===== config.mk =====
export PLATFORM = sky130hd
export DESIGN_NAME = rtg_timer
export DESIGN_NICKNAME = d
export VERILOG_FILES = /design/src/rtl/tmr_pkg.sv /design/src/rtl/tmr_pin_sync.sv /design/src/rtl/tmr_cfg_regs.sv /design/src/rtl/tmr_count_core.sv /design/src/rtl/tmr_out_stage.sv /design/src/rtl/rtg_timer.sv
export SDC_FILE = /design/constraint.sdc
export NUM_CORES = 1
export LEC_CHECK = 0
export ABC_AREA = 0
export ABC_CLOCK_PERIOD_IN_PS = 2100
export BUFFER_PORTS_ARGS = -buffer_cell sky130_fd_sc_hd__buf_2
export CAP_MARGIN = 20
export CORE_MARGIN = 2
export CORE_UTILIZATION = 53
export CTS_BUF_LIST = sky130_fd_sc_hd__clkbuf_4
export DETAILED_ROUTE_END_ITERATION = 8
export GPL_TIMING_DRIVEN = 1
export PLACE_DENSITY = 0.75
export SETUP_SLACK_MARGIN = 0.05
export SLEW_MARGIN = 15
export SYNTH_ARGS = -nofsm -noshare
export SYNTH_HDL_FRONTEND = slang
export SYNTH_SLANG_ARGS = --single-unit

===== constraint.sdc =====
create_clock -name clk -period 2.1 [get_ports clk]
set_input_delay 0.63 -clock clk [delete_from_list [all_inputs] [get_ports clk]]
set_output_delay 0.63 -clock clk [all_outputs]
set_load 0.05 [all_outputs]

===== src/rtl/tmr_pkg.sv =====
package tmr_pkg;

  typedef enum logic [1:0] {
    ADDR_CMP_A = 2'd0,
    ADDR_CMP_B = 2'd1,
    ADDR_CTRL  = 2'd2
  } cfg_addr_e;

  localparam int unsigned BIT_RUN  = 0;
  localparam int unsigned BIT_CONT = 1;
  localparam int unsigned BIT_EXT  = 2;
  localparam int unsigned BIT_RTG  = 3;
  localparam int unsigned BIT_DUAL = 4;

  typedef struct packed {
    logic dual;
    logic rtg;
    logic ext;
    logic cont;
  } tmr_mode_t;

  typedef enum logic [1:0] {
    SRC_GATED,
    SRC_RETRIG,
    SRC_EXTERNAL
  } tick_src_e;

endpackage


===== src/rtl/tmr_pin_sync.sv =====
module tmr_pin_sync #(
  parameter int unsigned STAGES = 2
) (
  input  logic clk,
  input  logic rst_n,
  input  logic pin,
  output logic level,
  output logic rise
);
  logic [STAGES-1:0] chain;
  logic              prev;

  genvar g;
  generate
    for (g = 0; g < STAGES; g++) begin : g_stage
      if (g == 0) begin : g_first
        always_ff @(posedge clk) begin
          if (!rst_n) chain[g] <= 1'b0;
          else        chain[g] <= pin;
        end
      end else begin : g_next
        always_ff @(posedge clk) begin
          if (!rst_n) chain[g] <= 1'b0;
          else        chain[g] <= chain[g-1];
        end
      end
    end
  endgenerate

  always_ff @(posedge clk) begin
    if (!rst_n) prev <= 1'b0;
    else        prev <= chain[STAGES-1];
  end

  assign level = chain[STAGES-1];
  assign rise  = chain[STAGES-1] & ~prev;
endmodule


===== src/rtl/tmr_cfg_regs.sv =====
module tmr_cfg_regs
  import tmr_pkg::*;
#(
  parameter int unsigned W = 16
) (
  input  logic         clk,
  input  logic         rst_n,
  input  logic         we,
  input  logic [1:0]   addr,
  input  logic [W-1:0] wdata,
  output logic [W-1:0] cmp_a,
  output logic [W-1:0] cmp_b,
  output tmr_mode_t    mode,
  output logic         ctrl_wr,
  output logic         run_wr
);
  logic wr_a, wr_b;

  always_comb begin
    wr_a    = we && (cfg_addr_e'(addr) == ADDR_CMP_A);
    wr_b    = we && (cfg_addr_e'(addr) == ADDR_CMP_B);
    ctrl_wr = we && (cfg_addr_e'(addr) == ADDR_CTRL);
    run_wr  = wdata[BIT_RUN];
  end

  always_ff @(posedge clk) begin
    if (!rst_n) begin
      cmp_a <= '0;
      cmp_b <= '0;
      mode  <= '0;
    end else begin
      if (wr_a) cmp_a <= wdata;
      if (wr_b) cmp_b <= wdata;
      if (ctrl_wr) begin
        mode.dual <= wdata[BIT_DUAL];
        mode.rtg  <= wdata[BIT_RTG];
        mode.ext  <= wdata[BIT_EXT];
        mode.cont <= wdata[BIT_CONT];
      end
    end
  end
endmodule


===== src/rtl/tmr_count_core.sv =====
module tmr_count_core
  import tmr_pkg::*;
#(
  parameter int unsigned W = 16
) (
  input  logic         clk,
  input  logic         rst_n,
  input  tmr_mode_t    mode,
  input  logic [W-1:0] cmp_a,
  input  logic [W-1:0] cmp_b,
  input  logic         ctrl_wr,
  input  logic         run_wr,
  input  logic         pin_level,
  input  logic         pin_rise,
  output logic [W-1:0] cnt,
  output logic         riu,
  output logic         run,
  output logic         armed,
  output logic         term
);
  tick_src_e    src;
  logic         tick;
  logic         retrig;
  logic [W-1:0] cmp_act;
  logic         last_phase;

  always_comb begin
    if (mode.ext)      src = SRC_EXTERNAL;
    else if (mode.rtg) src = SRC_RETRIG;
    else               src = SRC_GATED;

    unique case (src)
      SRC_EXTERNAL: tick = pin_rise;
      SRC_RETRIG:   tick = armed;
      default:      tick = pin_level;
    endcase

    retrig     = (src == SRC_RETRIG) && pin_rise;
    cmp_act    = (mode.dual && riu) ? cmp_b : cmp_a;
    last_phase = !mode.dual || riu;
    term       = run && !ctrl_wr && !retrig && tick && (cnt == cmp_act);
  end

  always_ff @(posedge clk) begin
    if (!rst_n) begin
      cnt   <= '0;
      riu   <= 1'b0;
      run   <= 1'b0;
      armed <= 1'b0;
    end else if (ctrl_wr) begin
      cnt   <= '0;
      riu   <= 1'b0;
      armed <= 1'b0;
      run   <= run_wr;
    end else if (run) begin
      if (retrig) begin
        cnt   <= '0;
        armed <= 1'b1;
      end else if (term) begin
        cnt <= '0;
        if (mode.dual) riu <= ~riu;
        if (!mode.cont && last_phase) run <= 1'b0;
      end else if (tick) begin
        cnt <= cnt + 1'b1;
      end
    end
  end
endmodule


===== src/rtl/tmr_out_stage.sv =====
module tmr_out_stage
  import tmr_pkg::*;
(
  input  logic      clk,
  input  logic      rst_n,
  input  tmr_mode_t mode,
  input  logic      term,
  input  logic      riu,
  output logic      out_pin
);
  logic term_q;

  always_ff @(posedge clk) begin
    if (!rst_n) begin
      term_q  <= 1'b0;
      out_pin <= 1'b1;
    end else begin
      term_q  <= term;
      out_pin <= mode.dual ? ~riu : ~term_q;
    end
  end
endmodule


===== src/rtl/rtg_timer.sv =====
module rtg_timer
  import tmr_pkg::*;
#(
  parameter int unsigned W           = 16,
  parameter int unsigned SYNC_STAGES = 2
) (
  input  logic         clk,
  input  logic         rst_n,
  input  logic         cfg_we,
  input  logic [1:0]   cfg_addr,
  input  logic [W-1:0] cfg_wdata,
  input  logic         trig_in,
  output logic         tmr_out,
  output logic [W-1:0] count,
  output logic         b_active,
  output logic         running
);
  tmr_mode_t    mode;
  logic [W-1:0] cmp_a, cmp_b;
  logic         ctrl_wr, run_wr;
  logic         pin_level, pin_rise;
  logic         armed, term;

  tmr_pin_sync #(.STAGES(SYNC_STAGES)) u_sync (
    .clk(clk), .rst_n(rst_n), .pin(trig_in),
    .level(pin_level), .rise(pin_rise)
  );

  tmr_cfg_regs #(.W(W)) u_cfg (
    .clk(clk), .rst_n(rst_n), .we(cfg_we), .addr(cfg_addr), .wdata(cfg_wdata),
    .cmp_a(cmp_a), .cmp_b(cmp_b), .mode(mode), .ctrl_wr(ctrl_wr), .run_wr(run_wr)
  );

  tmr_count_core #(.W(W)) u_core (
    .clk(clk), .rst_n(rst_n), .mode(mode), .cmp_a(cmp_a), .cmp_b(cmp_b),
    .ctrl_wr(ctrl_wr), .run_wr(run_wr), .pin_level(pin_level), .pin_rise(pin_rise),
    .cnt(count), .riu(b_active), .run(running), .armed(armed), .term(term)
  );

  tmr_out_stage u_out (
    .clk(clk), .rst_n(rst_n), .mode(mode), .term(term), .riu(b_active),
    .out_pin(tmr_out)
  );
endmodule


==> results.cfg <==
[floorplanning]
number_of_cell_rows = 27
die_width_um = 78.2
io-pin-count = 41
die_area_um2 = 6110
core-area_um2 = 5410
die_y_um = 78.2
floorplan.initialDensity_pct = 53.9

[layout]
antenna-diode-count = 0
finalNetCount = 445
layout-drive-gt1-share_pct = 23.9
area_delta_synth_final_pct = 22.5
final.fill_count = 489

[sta]
headroom_to_the_max_slew_limit_pct = 71.3
clock-skew-final_ps = 6.61
fin_crit_sh_pct = 96.9
achievable-frequency_ghz = 0.491
timing_worst_slew_pin_value_ps = 430
fin_ws_ps = 64.6
final-hold-violation-count = 0
final_period_minus_worst_setup_slack_ps = 2040
hold_slack_ps = 438
finalSetupViolCount = 0
rsz0062_at_grt = true
slew_viol_final = 0

[synth]
yosys.cell_types.count = 49
syn_nets = 385
synthMostInstantiatedCell = sky130_fd_sc_hd__nand2_1
synthCells = 362
syn-cell-area_um2 = 2920
synth_edf_count = 0
synth_top_area_cell = sky130_fd_sc_hd__dfxtp_1
synthesized_area_divided_by_synthesized_cell_count_um2 = 8.05
synthesis.yosys.warnings = 0
ys_async_sr_fraction_pct = 0
synth.top_cells.by_count = 84 x sky130_fd_sc_hd__nand2_1, 60 x sky130_fd_sc_hd__dfxtp_1, 32 x sky130_fd_sc_hd__a21boi_0, 26 x sky130_fd_sc_hd__nor2_1, 14 x sky130_fd_sc_hd__inv_1
most_used_flip_flop_cell_after_synthesis = sky130_fd_sc_hd__dfxtp_1
synth_top_cells_by_area = sky130_fd_sc_hd__dfxtp_1 41%, sky130_fd_sc_hd__nand2_1 11%, sky130_fd_sc_hd__a21boi_0 8.2%
ys_seq_area_share_pct = 41.2
share_of_the_synthesized_area_in_the_top_cell_type_pct = 41.2
ys_seq_elements = 60

[critical_path]
crit_fanout = 14
max_stage_delay_ps = 390
crit_arrival_ps = 2330
crit_type = flop to flop
reg2reg_to = u_core.cnt[14]$_SDFFE_PP0P_
timing.critical_path.slowest_stage_cell = sky130_fd_sc_hd__dfxtp_4
crit_chain = and2_4, mux2i_1, o221ai_1, nor4_1, nand4_1, buf_4, o21ai_4, buf_12, nor2_1
r2r_cells = 9
nature_of_the_critical_path_startpoint = flop
slack_of_the_worst_reg_to_reg_path_ps = 60
critPathRequiredTime_ps = 2390
path_delay_family = simple AND/OR/NAND/NOR gates
worst-path-buf-inv = 2
worstReg2RegStart = u_cfg.mode[3]$_SDFFE_PN0P_
end_kind = flop

[detailed_routing]
routed_wl_mm = 7.40
violation_count_after_the_first_detailed_route_iteration = 189
drt_drc_violations_left = 0
viasPerCell = 5.49
drt-pass1-iter-count = 7
via_count = 2741
antenna_left = 0
route.detailed.wl_per_inst_um = 14.8

[clock_tree]
worst_setup_hold_path_clk_slew_ps = 100
clock_insertion_delay_worst_skew_ps = 390
cts_max_level = 3
cts_tree = yes
maximum_clock_path_buffer_count = 2
cts_root_buffer = sky130_fd_sc_hd__clkbuf_4
tritoncts_sinks = 60
cts_inserted_buffers = 9

[global_route]
antenna_found_initial = 0
wire_length_of_the_first_global_routing_pass_mm = 12.3
gr-usage-all-layers_pct = 25.6
grt_max_degree = 33
grt_pass1_vias = 2515
overflow = 0

[power]
power_density_nw_per_um2 = 627
static-leakage-power_uw = 0.00143
power.ir.vdd_worst_mv = 0.391

[placement]
detailed_place_hpwl_mm = 5.35
preCtsSetupSlack_ps = 13.3
numPortBuffers = 40
final_estimated_routing_congestion_in_global_placement = 0.895

[worst_hold_path]
min_delay_path_depth = 2
min-delay-start = trig_in
timing.hold.worst.class = primary input to flop
hold_path_end = u_sync.chain[0]$_SDFF_PN0_

[run]
cap_violations = 0

[run_status]
outcome = complete, no violations
cells in the final DEF (no fill, tap or decap), types with 4 or more instances in the layout:
cell type and instances:
sky130_fd_sc_hd__buf_2 40, sky130_fd_sc_hd__mux2i_1 9, sky130_fd_sc_hd__xor2_1 9, sky130_fd_sc_hd__and2_1 8, sky130_fd_sc_hd__nor2_1 25, sky130_fd_sc_hd__nand3_1 10, sky130_fd_sc_hd__nor3_1 4, sky130_fd_sc_hd__o21ai_0 10
sky130_fd_sc_hd__a21oi_1 8, sky130_fd_sc_hd__a21boi_0 32, sky130_fd_sc_hd__xnor2_1 10, sky130_fd_sc_hd__buf_4 24, sky130_fd_sc_hd__dfxtp_1 51, sky130_fd_sc_hd__nand2_1 83, sky130_fd_sc_hd__nand4_1 5, sky130_fd_sc_hd__clkbuf_4 9
sky130_fd_sc_hd__dfxtp_2 6, sky130_fd_sc_hd__nor2b_1 8, sky130_fd_sc_hd__inv_1 14
how the worst max path moves through the flow:
| stage | from | end | cells after the start |
|---|---|---|---|
| global route | u_cfg.mode[3]$_SDFFE_PN0P_ | u_core.cnt[14]$_SDFFE_PP0P_ | 10 |
| floorplan | u_core.riu$_SDFFE_PP0P_ | u_core.riu$_SDFFE_PP0P_ | 8 |
| detailed placement | u_cfg.mode[3]$_SDFFE_PN0P_ | u_core.riu$_SDFFE_PP0P_ | 6 |
| global placement | u_cfg.mode[3]$_SDFFE_PN0P_ | u_core.riu$_SDFFE_PP0P_ | 6 |
| CTS | u_cfg.mode[3]$_SDFFE_PN0P_ | u_core.cnt[14]$_SDFFE_PP0P_ | 9 |
| finish | u_cfg.mode[3]$_SDFFE_PN0P_ | u_core.cnt[14]$_SDFFE_PP0P_ | 9 |
sequential cells by signal (all words and copies together) (netlist names), 4 cells and up:
name,flops
u_cfg.cmp_a,16
u_cfg.mode,4
u_cfg.cmp_b,16
u_core.cnt,16
metrics by stage:
step	power (µW)	cells	area, µm²	util, %	TNS, ps
6_report	2240	499	3570	66.1	0
5_1_grt	2320	499	3570	66.1	-424
4_1_cts	2250	499	3540	65.4	0
3_5_place_dp	1380	481	3350	62.1	0
3_3_place_gp	1370	481	3350	62.1	0
2_1_floorplan	1300	362	2960	-	-7.21
cell families after synthesis:
logic type / count (synthesis) / share of synthesized area, %
AND/OR/NAND/NOR: 170 / 27.0
AO/OA/AOI/OAI: 71 / 17.7
flip-flops: 60 / 41.2
buffers and inverters: 31 / 4.51
XOR/XNOR: 19 / 5.71
multiplexers: 10 / 3.48
adder cells (fa/ha/maj): 1 / 0.429
routing by layer:
| metal | wire length [µm] | track usage [%] | share of wire (%) |
|---|---|---|---|
| met1 | 3510 | 36.9 | 47 |
| met2 | 3370 | 37.8 | 45 |
| met3 | 402 | 4.48 | 5.4 |
| met4 | 116 | 10.7 | 1.6 |
| met5 | 0 | 0 | 0 |
power breakdown:
part	leakage, µW	switching, µW	internal (µW)
clock network	0.0000822	414	467
logic	0.000856	94.7	80.3
registers	0.000492	22.1	1160
timing repair:
item                                    CTS  global route
pin swaps                                 3             2
gates resized for setup                   4             7
cloned                                    1             0
setup buffers                             1             0
hold endpoints to repair                  0             0
hold buffers                              0             0
endpoints found under the setup margin   15            19
cell type report:
class	count	area, µm²	area share, %
Clock inverter	7	81.3	2.28
Inverter	14	52.6	1.47
Tap cell	72	90.1	2.52
Timing Repair Buffer	65	400	11.2
Sequential cell	60	1220	34.2
Clock buffer	9	67.6	1.89
Multi-Input combinational cell	272	1660	46.5
Power figures use the tool's default switching activity.
